--- config.mk ---
export PLATFORM = sky130hd
export DESIGN_NAME = xirq_ctrl
export DESIGN_NICKNAME = d
export VERILOG_FILES = /design/src/rtl/xirq_pkg.sv /design/src/rtl/xirq_sync.sv /design/src/rtl/xirq_detect.sv /design/src/rtl/xirq_ctrl.sv
export SDC_FILE = /design/constraint.sdc
export NUM_CORES = 1
export LEC_CHECK = 0
export ABC_AREA = 1
export BUFFER_PORTS_ARGS = -buffer_cell sky130_fd_sc_hd__buf_2
export CORE_MARGIN = 2
export CORE_UTILIZATION = 37
export DETAILED_ROUTE_END_ITERATION = 8
export GPL_TIMING_DRIVEN = 0
export PLACE_DENSITY = 0.73
export SKIP_LAST_GASP = 1
export SYNTH_ARGS = -nofsm -noshare
export SYNTH_HDL_FRONTEND = slang
export SYNTH_SLANG_ARGS = --single-unit
--- constraint.sdc ---
create_clock -name clk -period 1.25 [get_ports clk]
set_input_delay 0.1875 -clock clk [delete_from_list [all_inputs] [get_ports clk]]
set_output_delay 0.1875 -clock clk [all_outputs]
set_load 0.1 [all_outputs]
--- src/rtl/xirq_pkg.sv ---
package xirq_pkg;

   localparam int F_SENSE  = 0;
   localparam int F_STAT   = 1;
   localparam int F_CLR    = 2;
   localparam int F_EN     = 3;
   localparam int F_ANY    = 4;
   localparam int F_LVL    = 5;
   localparam int N_FIELDS = 6;

   // per-pin trigger controls as seen by one detector
   typedef struct packed {
      logic sense;
      logic clr;
      logic any;
      logic lvl;
   } xirq_mode_t;

   function automatic int bitpos(input int idx, input int fld, input int fw);
      return idx + fld * fw;
   endfunction

endpackage

--- src/rtl/xirq_sync.sv ---
module xirq_sync #(
   parameter int NUM_IN   = 4,
   parameter int SYNC_LEN = 2
) (
   input  logic              clk,
   input  logic              rst_n,
   input  logic [NUM_IN-1:0] pin_in,
   output logic [NUM_IN-1:0] cur,
   output logic [NUM_IN-1:0] prev,
   output logic              ready
);
   localparam int PRIME = SYNC_LEN + 1;
   localparam int CW    = $clog2(PRIME + 1);

   logic [NUM_IN-1:0] chain [SYNC_LEN];
   logic [CW-1:0]     cnt_q;

   always_ff @(posedge clk or negedge rst_n) begin
      if (!rst_n) begin
         for (int k = 0; k < SYNC_LEN; k++) chain[k] <= '0;
         prev  <= '0;
         cnt_q <= '0;
      end else begin
         chain[0] <= pin_in;
         for (int k = 1; k < SYNC_LEN; k++) chain[k] <= chain[k-1];
         prev <= chain[SYNC_LEN-1];
         if (cnt_q != PRIME[CW-1:0]) cnt_q <= cnt_q + 1'b1;
      end
   end

   assign cur   = chain[SYNC_LEN-1];
   // detection waits until both cur and prev hold real samples
   assign ready = (cnt_q == PRIME[CW-1:0]);

endmodule

--- src/rtl/xirq_detect.sv ---
module xirq_detect
   import xirq_pkg::*;
#(
   parameter bit CLR_HOLD = 1'b1
) (
   input  logic       clk,
   input  logic       rst_n,
   input  logic       ready,
   input  logic       cur,
   input  logic       prev,
   input  xirq_mode_t mode,
   input  logic       clr_wr,
   output logic       stat
);
   logic hit;
   logic clr_act;

   always_comb begin
      if (!ready)         hit = 1'b0;
      else if (mode.lvl)  hit = mode.sense ? cur : ~cur;
      else if (mode.any)  hit = cur ^ prev;
      else if (mode.sense) hit = cur & ~prev;
      else                hit = ~cur & prev;
   end

   generate
      if (CLR_HOLD) begin : g_hold
         assign clr_act = clr_wr | mode.clr;
      end else begin : g_pulse
         assign clr_act = clr_wr;
      end
   endgenerate

   always_ff @(posedge clk or negedge rst_n) begin
      if (!rst_n)          stat <= 1'b0;
      else if (clr_act)    stat <= 1'b0;
      else if (mode.lvl)   stat <= hit;
      else if (hit)        stat <= 1'b1;
   end

endmodule

--- src/rtl/xirq_ctrl.sv ---
module xirq_ctrl
   import xirq_pkg::*;
#(
   parameter int NUM_IN   = 4,
   parameter int FW       = 4,
   parameter int REG_W    = 32,
   parameter int SYNC_LEN = 2,
   parameter bit CLR_HOLD = 1'b1
) (
   input  logic              clk,
   input  logic              rst_n,
   input  logic              cfg_we,
   input  logic [REG_W-1:0]  cfg_wdata,
   output logic [REG_W-1:0]  cfg_rdata,
   input  logic [NUM_IN-1:0] pin_in,
   output logic [NUM_IN-1:0] irq_out
);

   function automatic logic [REG_W-1:0] calc_wr_mask();
      logic [REG_W-1:0] m = '0;
      for (int f = 0; f < N_FIELDS; f++)
         if (f != F_STAT)
            for (int i = 0; i < NUM_IN; i++) m[bitpos(i, f, FW)] = 1'b1;
      return m;
   endfunction

   localparam logic [REG_W-1:0] WR_MASK = calc_wr_mask();

   initial begin
      assert (NUM_IN >= 1 && NUM_IN <= 4) else $error("NUM_IN must be 1..4");
      assert (FW >= NUM_IN) else $error("FW must cover NUM_IN");
      assert (N_FIELDS * FW <= REG_W) else $error("fields exceed REG_W");
      assert (SYNC_LEN >= 2) else $error("SYNC_LEN must be at least 2");
   end

   logic [REG_W-1:0]  ctl_q;
   logic [REG_W-1:0]  stat_bits;
   logic [NUM_IN-1:0] cur, prev, stat;
   logic              ready;

   always_ff @(posedge clk or negedge rst_n) begin
      if (!rst_n)      ctl_q <= '0;
      else if (cfg_we) ctl_q <= cfg_wdata & WR_MASK;
   end

   xirq_sync #(.NUM_IN(NUM_IN), .SYNC_LEN(SYNC_LEN)) u_sync (
      .clk(clk), .rst_n(rst_n), .pin_in(pin_in),
      .cur(cur), .prev(prev), .ready(ready)
   );

   generate
      for (genvar i = 0; i < NUM_IN; i++) begin : g_pin
         xirq_mode_t mode;
         assign mode.sense = ctl_q[bitpos(i, F_SENSE, FW)];
         assign mode.clr   = ctl_q[bitpos(i, F_CLR, FW)];
         assign mode.any   = ctl_q[bitpos(i, F_ANY, FW)];
         assign mode.lvl   = ctl_q[bitpos(i, F_LVL, FW)];

         xirq_detect #(.CLR_HOLD(CLR_HOLD)) u_det (
            .clk(clk), .rst_n(rst_n), .ready(ready),
            .cur(cur[i]), .prev(prev[i]), .mode(mode),
            .clr_wr(cfg_we & cfg_wdata[bitpos(i, F_CLR, FW)]),
            .stat(stat[i])
         );

         assign irq_out[i] = stat[i] & ctl_q[bitpos(i, F_EN, FW)];
      end
   endgenerate

   always_comb begin
      stat_bits = '0;
      for (int i = 0; i < NUM_IN; i++) stat_bits[bitpos(i, F_STAT, FW)] = stat[i];
   end

   assign cfg_rdata = ctl_q | stat_bits;

endmodule

Yosys cells after proc, flatten, opt, wreduce, memory -nomap -nowiden

Index checks and enable logic that the tools add are counted.

$add $sub $neg: 1
Reductions and logical operators: 4
Eq/ne operators: 2
Muxes and demuxes: 32
Bitwise operators: 33

Operators by type and width:

| operator            | number |
|---|---|
| $mux 1              | 32 |
| $or 24x8->24        | 1 |
| $and 1x1->1         | 16 |
| $reduce_bool 3->1   | 4 |
| $not 1->1           | 8 |
| $or 1x1->1          | 4 |
| $xor 1x1->1         | 4 |
| $add 2x1->2 const B | 1 |
| $eq 2x2->1 const B  | 1 |
| $ne 2x2->1 const B  | 1 |

Output and inout port bits: 36
Flip-flop bits (word level): 38
Logic and storage cells: 81
Input port bits: 39

Longest topological paths before layout

Depth in word-level cells: 9
Depth in mapped cells: 8
Gate-level depth less buffers: 8

By module

From an unflattened synthesis, not the netlist that was laid out.

Cells, all modules: 230
Area, all modules: 1881.8 um^2

By module, submodules not included:

| module      | seq. area each (um^2) | area each (um^2) | cells an instance | instances |
|---|---|---|---|---|
| xirq_ctrl   | 500.5                 | 875.8            | 106               | 1 |
| xirq_detect | 25.0                  | 142.6            | 24                | 4 |
| xirq_sync   | 350.3                 | 435.4            | 28                | 1 |

Least setup slack after synthesis

OpenSTA, ideal clock, no wires.

Path type: register to output
Start: register ctl_q[12]
End: output port irq_out[0]
Arrival: 1642 ps
Cell stages (with the launch flop): 3
Required time: 1062 ps
Path buffers: 0
Slack: -579 ps
Cells stage by stage: dfrtp_1 > nand2_1 > inv_1

Longest elaborated chain between the ends: 1

Ends and longest elaborated chain:

| item                   | RTL line        | RTL |
|---|---|---|
| start, declared        | xirq_ctrl.sv:36 | `logic [REG_W-1:0] ctl_q;` |
| start signal, assigned | xirq_ctrl.sv:43 | `else if (cfg_we) ctl_q <= cfg_wdata & WR_MASK;` |
| $and 1x1->1            | xirq_ctrl.sv:66 | `assign irq_out[i] = stat[i] & ctl_q[bitpos(i, F_EN, FW)];` |
| end, declared          | xirq_ctrl.sv:16 | `output logic [NUM_IN-1:0] irq_out` |

No other way between the ends.

Worst setup path in the final report

Same ends and word-level chain as after synthesis.

==> impl_results.md <==
- Status: finished with violations
- Failing checks: setup timing
- ANT cells: 0
- Worst Hold Class: primary input to async pin
- Global route total overflow: 0
- Max Slew Vio Count: 0
- Largest net degree at the start of global routing: 39
- Worst Path Buf+Inv: 2
- Worst-Margin Slew: between 0.8 and 0.9 ns
- Highest achievable clock rate: 0.769 GHz
- Min cycle time layout: approximately 1.3 ns
- Switching share of power: between 40% and 50%
- Most common cell after layout, fill and taps aside: nand2_1
- WL final: slightly below 4 mm
- Worst skew pair latency: between 0.2 and 0.3 ns
- Chip height: about 74 µm
- DP Wirelength: about 2.8 mm
- Final Non-Filler Cells: 346
- Worst stage delay on the critical path: about 0.5 ns
- Register area: 986 µm²
- Max-Cap Viols: 0
- Netlist cell types: 15
- Antenna violations before repair: 0
- Largest delay contributor family on the critical path: flip-flops
- P per Cell Area: about 1500 nW/µm²
- Cell-internal power: 2150 µW
- Drt initial violations: 37
- Crit. End Element: output port
- Gr usage total: 15.2%
- Worst-path clk slew: 0.08 ns
- WL/cell: approximately 11 µm
- DRC: 0
- Most frequent cells in the layout: nand2_1 (50), inv_1 (34), buf_4 (34), buf_2 (25), dfrtp_1 (18)
- Worst path cell trace: nand2_4 > clkinvlp_4 > buf_6
- CP max-delay cell: dfrtp_4
- Post-route setup slack: -0.0498 ns
- Minimum hold slack: 0.00255 ns
- Max clock buf depth: 2
- Vias per cell: ~4.2
- Final Hold Vio Count: 0
- First-pass GRT wire length: approximately 6.3 mm
- CTS tree: done
- Port buffer count: 53
- Final Power: ~3700 µW
- Clk pwr share: 23.1%
- Seq cells post-synth: 38
- Finished Core Util: a little over half
- Layout cell share with drive strength beyond 1: around 40%
- Combinational share of power: a little under two fifths
- Worst Path Arrival: around 1.1 ns
- Startpoint Class: flop
- Worst VDD drop: between 0.8 and 0.9 mV
- Area share of the largest cell type after synthesis: 52.5%
- Sequential-to-total area share from yosys stat: between 50 and 60%
- Flop pwr share: 38.9%
- Critical Path Fanout Max: 3
- Router iterations before antenna repair: 4
- Number of synthesis warnings: 0
- Placed cell count: about 330
- CP required: between 1 and 1.5 ns
- Layout net count: approximately 330
- Biggest area consumer among synthesized cells: dfrtp_1
- P&R area growth vs syn: 40.8%
- H-tree Lvls: 2
- Synth Instances: between 200 and 250
- Max Clock Skew: 0.00544 ns
- P_sw: 1550 µW
- Final setup viols: 5
- Vias in the first global route: between 1000 and 1500
- Synth top area cells: dfrtp_1 (53%), nand2_1 (11%), inv_1 (7.9%)
- Num rows: 25
- Multi-input logic area: 642 µm²
- Core Region: about 4700 µm²
- Die area: around 5500 µm²
- Clock root buffer: clkbuf_8
- Post-route ant nets: 0
- Die Span X: roughly 74 µm
- Clock Sinks: 38
- Cell area after synthesis: roughly 1800 µm²
- Routability cong.: approximately 0.75
- Average cell area after synthesis: around 9 µm²
- LEAKAGE: about 0.0014 µW
- Final setup TNS: -0.182 ns
- Crit path kind: flop to output port
- Top Ports: 75
- Max-slew headroom: between 40% and 50%
- Initial Utilization: between 30% and 40%
- Fin crit share: 104%
- Layout fillers: 451
- CTS Buf Count: 5
- Unrepaired setup endpoints after global routing: yes
- Via count: approximately 1500
[area by class of cell]
cell class              count  share of cell area (%)
plain buffers              16                    5.45
repair buffers             60                    17.8
flip-flops and latches     38                    38.7
well taps                  67                    3.29
multi-input cells         120                    25.2
inverters                  38                    6.19
clock buffers               7                    3.39
[through the flow]
step | worst slack [ns] | cell area (µm²)
finish | -0.0498 | 2550
global route | -0.0897 | 2550
CTS | -0.0960 | 2480
detailed placement | 0.0842 | 2270
global placement | 0.0880 | 2270
floorplan | -0.0566 | 1920
[Yosys cell counts (all sizes together)]
master  instances
nand2          56
dfrtp          38
inv            38
nor2           17
buf            16
o21ai          16
ha              9
nand3           5
a21oi           4
mux2            4
conb            1
xnor2           1
[power by group through the flow]
stage               registers [µW]  clock network, µW  logic [µW]
CTS                           1440                893        1360
global route                  1460                924        1490
global placement              1460                  0        1250
floorplan                     1890                  0         616
finish                        1440                855        1410
detailed placement            1460                  0        1270
[flip-flops by register name, indices dropped and copies added (netlist names)]
register / count
g_pin.u_det.stat: 4
u_sync.chain: 4
ctl_q: 20
u_sync.prev: 4
u_sync.cnt_q: 2
u_sync.cur: 4
[final timing paths]
kind / start / slack, ns / endpoint / cells after the start
hold / removal: rst_n / 0.003 / g_pin[1].u_det.stat / 1
setup reg to reg: u_sync.cur[1] / 0.08 / g_pin[1].u_det.stat / 6
hold reg to reg: u_sync.chain[7] / 0.35 / u_sync.cur[3] / 0
max in group asynchronous: rst_n / 0.63 / ctl_q[15] / 1
min in group clk: cfg_wdata[0] / 0.11 / ctl_q[0] / 3
setup / recovery: ctl_q[12] / -0.05 / irq_out[0] / 3
[layer usage]
layer / GRT usage [%] / part of all wire, % / up-vias / routed length [µm]
met4: 4.85 / 1.1 / 0 / 42
met3: 3.66 / 4.4 / 4 / 171
met5: 0 / 0 / - / 0
li1: - / - / 737 / -
met1: 17.1 / 43 / 682 / 1660
met2: 28.3 / 52 / 42 / 2030
[kinds of logic after synthesis]
group | after synthesis | synth area share (%)
buffers and inverters | 54 | 15.1
AND/OR/NAND/NOR | 78 | 16.8
multiplexers | 4 | 2.49
other | 1 | 0.207
XOR/XNOR | 1 | 0.484
AO/OA/AOI/OAI | 20 | 6.15
adder cells (fa/ha/maj) | 9 | 6.22
flip-flops | 38 | 52.5
[what timing repair did]
item / CTS / global route
hold endpoints to repair: 2 / 2
setup buffers: 1 / 2
resized for setup: 36 / 8
pin swaps: 0 / 1
setup endpoints to repair: 28 / 9
hold buffers: 2 / 2
Note: power is estimated with default switching activity, not from simulation.
